===== src/rtl/ppm_pkg.sv =====
// Package: shared constants and helpers for the parallel port mode controller.
// Assumes a 3-bit mode field; modes 000/001 are basic, 010/011 are transfer modes.
package ppm_pkg;
    localparam int MODE_W      = 3;
    localparam int MODE_LSB    = 5;   // mode field position in a mode write
    localparam int DIR_BIT     = 5;   // direction bit in a direction write
    localparam int CLR_BIT     = 0;   // sticky-flag clear bit in a mode write
    localparam logic [MODE_W-1:0] MODE_STD  = 3'b000;
    localparam logic [MODE_W-1:0] MODE_BYTE = 3'b001;
    localparam logic [MODE_W-1:0] MODE_FIFO = 3'b010;
    localparam logic [MODE_W-1:0] MODE_ECP  = 3'b011;

    // True for the two hub modes.
    function automatic logic is_basic(input logic [MODE_W-1:0] m);
        return (m == MODE_STD) || (m == MODE_BYTE);
    endfunction

    // True for the modes that move data through the FIFO.
    function automatic logic is_xfer(input logic [MODE_W-1:0] m);
        return (m == MODE_FIFO) || (m == MODE_ECP);
    endfunction
endpackage


===== src/rtl/ppm_bus_decode.sv =====
// Module: splits host writes into mode, clear and direction requests.
// Assumes single-cycle write strobes; address 0 = mode/clear, address 1 = direction.
module ppm_bus_decode
    import ppm_pkg::*;
#(
    parameter int ADDR_W = 1,
    parameter int DATA_W = 8
) (
    input  logic              we,
    input  logic [ADDR_W-1:0] addr,
    input  logic [DATA_W-1:0] wdata,
    output logic              mode_wr,
    output logic [MODE_W-1:0] mode_req,
    output logic              clr_req,
    output logic              dir_wr,
    output logic              dir_req
);
    localparam logic [ADDR_W-1:0] MODE_ADDR = ADDR_W'(0);
    localparam logic [ADDR_W-1:0] DIR_ADDR  = ADDR_W'(1);

    // Decode the strobe and extract the fields.
    always_comb begin
        mode_wr  = we && (addr == MODE_ADDR);
        mode_req = wdata[MODE_LSB +: MODE_W];
        clr_req  = mode_wr && wdata[CLR_BIT];
        dir_wr   = we && (addr == DIR_ADDR);
        dir_req  = wdata[DIR_BIT];
    end
endmodule


===== src/rtl/ppm_mode_ctl.sv =====
// Module: mode register with hub-and-spoke legality check and reject pulse.
// Assumes mode_wr is one cycle per write; same-value writes are no-ops.
module ppm_mode_ctl
    import ppm_pkg::*;
(
    input  logic              clk,
    input  logic              rst_n,
    input  logic              mode_wr,
    input  logic [MODE_W-1:0] mode_req,
    output logic [MODE_W-1:0] mode_q,
    output logic              reject_q,
    output logic              leave_xfer
);
    logic change;
    logic legal;
    logic accept;

    // Classify the requested transition.
    always_comb begin
        change     = mode_wr && (mode_req != mode_q);
        legal      = is_basic(mode_q) || is_basic(mode_req);
        accept     = change && legal;
        leave_xfer = accept && is_xfer(mode_q);
    end

    // Hold the mode and register the reject pulse.
    always_ff @(posedge clk) begin
        if (!rst_n) begin
            mode_q   <= MODE_STD;
            reject_q <= 1'b0;
        end else begin
            if (accept) mode_q <= mode_req;
            reject_q <= change && !legal;
        end
    end
endmodule


===== src/rtl/ppm_dir_reg.sv =====
// Module: direction bit, writable only in the byte-wide bidirectional mode.
// Assumes reset direction is forward (drivers enabled).
module ppm_dir_reg
    import ppm_pkg::*;
(
    input  logic              clk,
    input  logic              rst_n,
    input  logic              dir_wr,
    input  logic              dir_req,
    input  logic [MODE_W-1:0] mode_q,
    output logic              dir_q
);
    // Load direction only when the mode allows it.
    always_ff @(posedge clk) begin
        if (!rst_n)                             dir_q <= 1'b0;
        else if (dir_wr && mode_q == MODE_BYTE) dir_q <= dir_req;
    end
endmodule


===== src/rtl/ppm_status.sv =====
// Module: feature enables, exit qualification and the sticky data-left flag.
// Assumes fifo_empty is synchronous to clk.
module ppm_status
    import ppm_pkg::*;
(
    input  logic              clk,
    input  logic              rst_n,
    input  logic [MODE_W-1:0] mode_q,
    input  logic              leave_xfer,
    input  logic              clr_req,
    input  logic              fifo_empty,
    output logic              fifo_en,
    output logic              hs_en,
    output logic              exit_safe,
    output logic              left_q
);
    // Decode per-mode enables and the exit qualifier.
    always_comb begin
        fifo_en   = is_xfer(mode_q);
        hs_en     = is_xfer(mode_q);
        exit_safe = fifo_empty || !is_xfer(mode_q);
    end

    // Sticky flag: set on a dirty exit, clear on request, set wins.
    always_ff @(posedge clk) begin
        if (!rst_n)                        left_q <= 1'b0;
        else if (leave_xfer && !fifo_empty) left_q <= 1'b1;
        else if (clr_req)                  left_q <= 1'b0;
    end
endmodule


===== src/rtl/ppm_ctrl.sv =====
// Module: top of the parallel port mode controller.
// Assumes a single-cycle write bus and a FIFO empty flag from the data path.
module ppm_ctrl
    import ppm_pkg::*;
#(
    parameter int ADDR_W = 1,
    parameter int DATA_W = 8
) (
    input  logic              clk,
    input  logic              rst_n,
    input  logic              host_we,
    input  logic [ADDR_W-1:0] host_addr,
    input  logic [DATA_W-1:0] host_wdata,
    input  logic              fifo_empty,
    output logic [MODE_W-1:0] mode,
    output logic              dir,
    output logic              fifo_en,
    output logic              hs_en,
    output logic              exit_safe,
    output logic              mode_reject,
    output logic              data_left
);
    logic              mode_wr, clr_req, dir_wr, dir_req, leave_xfer;
    logic [MODE_W-1:0] mode_req;

    ppm_bus_decode #(.ADDR_W(ADDR_W), .DATA_W(DATA_W)) u_dec (
        .we(host_we), .addr(host_addr), .wdata(host_wdata),
        .mode_wr(mode_wr), .mode_req(mode_req), .clr_req(clr_req),
        .dir_wr(dir_wr), .dir_req(dir_req)
    );

    ppm_mode_ctl u_mode (
        .clk(clk), .rst_n(rst_n), .mode_wr(mode_wr), .mode_req(mode_req),
        .mode_q(mode), .reject_q(mode_reject), .leave_xfer(leave_xfer)
    );

    ppm_dir_reg u_dir (
        .clk(clk), .rst_n(rst_n), .dir_wr(dir_wr), .dir_req(dir_req),
        .mode_q(mode), .dir_q(dir)
    );

    ppm_status u_stat (
        .clk(clk), .rst_n(rst_n), .mode_q(mode), .leave_xfer(leave_xfer),
        .clr_req(clr_req), .fifo_empty(fifo_empty), .fifo_en(fifo_en),
        .hs_en(hs_en), .exit_safe(exit_safe), .left_q(data_left)
    );
endmodule


===== config.mk =====
export PLATFORM = sky130hd
export DESIGN_NAME = ppm_ctrl
export DESIGN_NICKNAME = d
export VERILOG_FILES = /design/src/rtl/ppm_pkg.sv /design/src/rtl/ppm_bus_decode.sv /design/src/rtl/ppm_mode_ctl.sv /design/src/rtl/ppm_dir_reg.sv /design/src/rtl/ppm_status.sv /design/src/rtl/ppm_ctrl.sv
export SDC_FILE = /design/constraint.sdc
export NUM_CORES = 1
export LEC_CHECK = 0
export BUFFER_PORTS_ARGS = -buffer_cell sky130_fd_sc_hd__buf_2
export CAP_MARGIN = 20
export CORE_AREA = 2 2 39 41
export DETAILED_ROUTE_END_ITERATION = 8
export DIE_AREA = 0 0 41 43
export PLACE_DENSITY = 0.56
export RECOVER_POWER = 50
export SYNTH_ARGS = -nofsm -noshare
export SYNTH_HDL_FRONTEND = slang
export SYNTH_SLANG_ARGS = --single-unit

===== constraint.sdc =====
create_clock -name clk -period 2.3 [get_ports clk]
set_clock_uncertainty 0.15 [all_clocks]
set_input_delay 0.345 -clock clk [delete_from_list [all_inputs] [get_ports clk]]
set_output_delay 0.345 -clock clk [all_outputs]
set_load 0.05 [all_outputs]

After elaboration in Yosys (flattened, before gate mapping)
Index checks and enable logic that the tools add are counted.

Bits of input ports: 13. Register bits: 6. Logic and storage cells: 32.

Multiplexer cells: 2. Bitwise operators: 1. Equal/unequal tests: 5. Reduce and logical (&&, ||, !) cells: 20.

Operators by type and width (number): 1-bit logical AND (9); 3-bit by 1-bit equality test with 1-bit output (second input constant) (2); 3-bit by 2-bit equality test with 1-bit output (second input constant) (2); 3-bit zero test (2); 1-bit logical OR (5); 1-bit zero test (3); 3-bit inequality test (1); 1-bit 2-to-1 mux (2); 2-bit nonzero test (1); 1-bit NOT (1).

Depth between registers and ports, before layout
Depth in word-level cells: 7. Mapped depth: 3. Mapped depth without buffers: 3.

Cells and area by module
From an unflattened synthesis, not the netlist that was laid out.

Cell total of the unflattened synthesis: 44. Area total of the unflattened synthesis: 386.6 µm².

By module, submodules not included: ppm_mode_ctl (cells each 25, times used 1, area each 211.5 µm²); ppm_status (cells each 7, times used 1, area each 68.8 µm²); ppm_bus_decode (cells each 7, times used 1, area each 56.3 µm²); ppm_dir_reg (cells each 5, times used 1, area each 50.0 µm²).

Least setup slack after synthesis
Ideal clock, no wire load.

Path kind: register -> output. From: register u_mode.mode_q[1]. To: output hs_en. Data required time: 1.805 ns. Stages on the path, launching flop included: 3. Slack: -0.054 ns. Arrival: 1.859 ns. Buffers on the path: 1. Cells stage by stage: dfxtp_1 -> nor2b_1 -> buf_4.

Word-level cells in the longest chain between the ends: 2. Elaborated cells between the ends (all ways): 3. Classes of those cells: 2 x eq/ne; 1 x reduce/logical.

RTL lines: from (decl) (RTL line ppm_mode_ctl.sv:10) `output logic [MODE_W-1:0] mode_q,`; from (signal assigned) (RTL line ppm_mode_ctl.sv:32) `if (accept) mode_q <= mode_req;`; 3-bit by 2-bit equality test with 1-bit output; 1-bit logical OR *; to (decl) (RTL line ppm_ctrl.sv:18) `output logic hs_en,`.

Mark *: on every way between the ends. The rest lies on a longest branch, timed or not.

Worst setup path in the final report
From: register u_mode.mode_q[1]. To: output exit_safe.

Word-level cells in the longest chain between the ends: 4. Elaborated cells between the ends (all ways): 5. Classes of those cells: 2 x eq/ne; 3 x reduce/logical.

RTL lines: 3-bit by 2-bit equality test with 1-bit output (RTL line ppm_pkg.sv:20) `return (m == MODE_FIFO) || (m == MODE_ECP);`; 1-bit logical OR * (RTL line ppm_pkg.sv:20); 1-bit zero test * (RTL line ppm_status.sv:21) `exit_safe = fifo_empty || !is_xfer(mode_q);`; 1-bit logical OR * (RTL line ppm_status.sv:21); to (decl) (RTL line ppm_ctrl.sv:19) `output logic exit_safe,`.

Marked as above.

==> run metrics <==
outcome finished clean; I/O pin cnt 22; RSZ-0062 raised after global routing false; post-synth net total 49; Synthesis Warnings 0; worst reg2reg path depth 3; htree depth 1; top_reg_cell synth dfxtp_1; Clock Path Buffers 2; antenna-violating nets left 0; area of the multi-input gates 192.7 µm²; Synth top area share a little under two fifths; Power Density roughly 620 nW/µm²; starting DRC count in detailed routing 4; initial antenna violation count 0; die width between 40 and 50 µm; hold slack 0.2260 ns; CTS tree built; Slew @ Worst Pin approximately 0.59 ns; fin util between 30% and 40%; worst hold-check path type in2reg; vias in the first global route ~300; Synth area leaders dfxtp_1 (37%), xnor2_1 (8.2%), mux2i_1 (6.2%); total CTS buffers 3; DP Worst Slack roughly 0.74 ns; Critical Path End exit_safe; # rows 14; critical path capture point type output port; r2r setup slk 0.87 ns; async set-reset flop share out of synthesis 0%; Initial DRT Pass Iterations 4; fmax 551.9 MHz; GRT overflow 0; Post-CTS Hold Fix Bufs 0; Port Buf Inserts 17; Data required, critical path ~1.8 ns; GRT Total Usage between 10% and 20%; Post-CTS Setup Inserts 0; Final setup viols 0; via count ~340; fin worst setup slack between 0.4 and 0.5 ns; Setup crit start u_mode.mode_q[1]; first-pass GRT wire length 1138 µm; drc violations 0; synthesized cell area between 300 and 400 µm²; Nets 70; final count of hold timing violations 0; die area 1763 µm²; post-synth top area cell dfxtp_1; height of the chip ~43 µm; number of synthesized register bits 6; Arr. time, crit path 1.32 ns; Tcrit/Tclk final 78.78%; leakage power approximately 0.19 nW; Crit Path Class reg2out; wire per inst 10.48 µm; fill count between 150 and 200; design area roughly 440 µm²; n_diodes 0; routed vias/inst 4.831; Cell Area, Placed approximately 420 µm²; Yosys cell types 20; DP Wirelength roughly 590 µm; RR Startpoint u_mode.mode_q[1]; Max IR drop VDD slightly below 200 µV; Worst-path clk slew approximately 0.050 ns; Post-synth EDFFs 0; CP Launch Type register; post-synthesis sequential area ratio 37.35%; Slew Limit Headroom about three fifths; Sink Count 6; Routed WL ~740 µm; reg-to-reg endpoint u_stat.left_q; critical path fanouts, max 7; GP Congestion about 0.70; max-cap violations 0; largest net degree at the start of global routing 8; Reg area 120.1 µm²; Starting Density approximately 23%; Final TNS setup 0 ns; Avg Inst Size Synth approximately 8.9 µm²; Post-Synthesis Cells 36; P&R area growth vs syn 36.58%; Final min period 1.812 ns; fin. max-slew vios 0; post-cts resize count 0; share of cells above drive strength 1 between 30% and 40%; Worst-Skew Late Latency 0.25 ns; core box area 1384 µm²; CTS root buf clkbuf_4
flip-flops by register name, indices dropped and copies added (netlist names):
name,cells
u_mode.reject_q,1
u_stat.left_q,1
u_mode.mode_q,3
u_dir.dir_q,1
cells by family after synthesis:
| family | count (synthesis) | synth area share [%] |
|---|---|---|
| compound gates | 8 | 20.23 |
| simple gates | 15 | 24.51 |
| buf+inv | 2 | 3.502 |
| xor+xnor | 3 | 8.173 |
| mux | 2 | 6.226 |
| flops | 6 | 37.36 |
synth_stat cells (all sizes together) (2+ instances only):
| library cell | n |
|---|---|
| nand2 | 5 |
| dfxtp | 6 |
| xnor2 | 3 |
| a21oi | 2 |
| nor2b | 2 |
| and3 | 2 |
| nand3 | 2 |
| mux2i | 2 |
stage by stage:
stage,std cells,power (mW)
finish,71,0.2733
global route,71,0.2901
CTS,71,0.2779
detailed placement,68,0.1769
global placement,68,0.1763
floorplan,36,0.1581
routing by layer:
layer	vias up	routed length [µm]	share of wire, %	GRT usage (%)
li1	171	-	-	-
met2	18	306	41	13.75
met3	2	78	10	6.283
met5	-	0	0	0
met4	0	12	1.6	6.000
met1	152	345	46	11.65
layout make-up:
type | count | area share (%)
clock buffer | 3 | 5.128
sequential | 6 | 27.35
timing repair buffer | 17 | 18.23
inverter | 1 | 0.8547
tap | 16 | 4.558
multi-input combinational | 28 | 43.87
worst max-delay path, cell delays in order, from the launching register on:
cell and delay (ns):
dfxtp_1 0.44, or3b_1 0.40, buf_2 0.23
how the worst min path moves through the flow:
stage                     start                to  slack [ns]  depth (start not counted)
2_1_floorplan     host_wdata[5]  u_mode.mode_q[0]        0.34                          2
3_3_place_gp      u_stat.left_q     u_stat.left_q        0.33                          1
3_5_place_dp   u_mode.mode_q[0]  u_mode.mode_q[0]        0.34                          2
4_1_cts           host_wdata[5]       u_dir.dir_q        0.23                          3
5_1_grt           host_wdata[6]  u_mode.mode_q[1]        0.24                          3
6_report          host_wdata[5]  u_mode.mode_q[0]        0.23                          3
cell usage in the layout, fill, tap and decap left out:
cell      Yosys  final
buf_2         0     13
dfxtp_1       6      6
nand2_1       5      5
clkbuf_1      0      4
xnor2_1       3      3
clkbuf_4      0      3
nand3_1       2      2
a21oi_1       2      2
and3_1        2      2
mux2i_1       2      2
nor2b_2       0      1
or3b_1        1      1
nor2_1        1      1
nor2b_1       2      1
o22a_1        1      1
nand2b_1      1      1
o21ai_0       1      1
inv_1         1      1
a21bo_1       1      1
a311oi_2      1      1
nor4_1        1      1
a31oi_1       1      1
a32o_1        1      1
where the power goes:
part | leakage, nW | internal [mW] | switching [mW]
combinational | 0.126 | 0.0207 | 0.0415
clock | 0.0138 | 0.0591 | 0.0396
sequential | 0.0487 | 0.108 | 0.00469
total | 0.189 | 0.187 | 0.0858
Power figures use the tool's default switching activity.
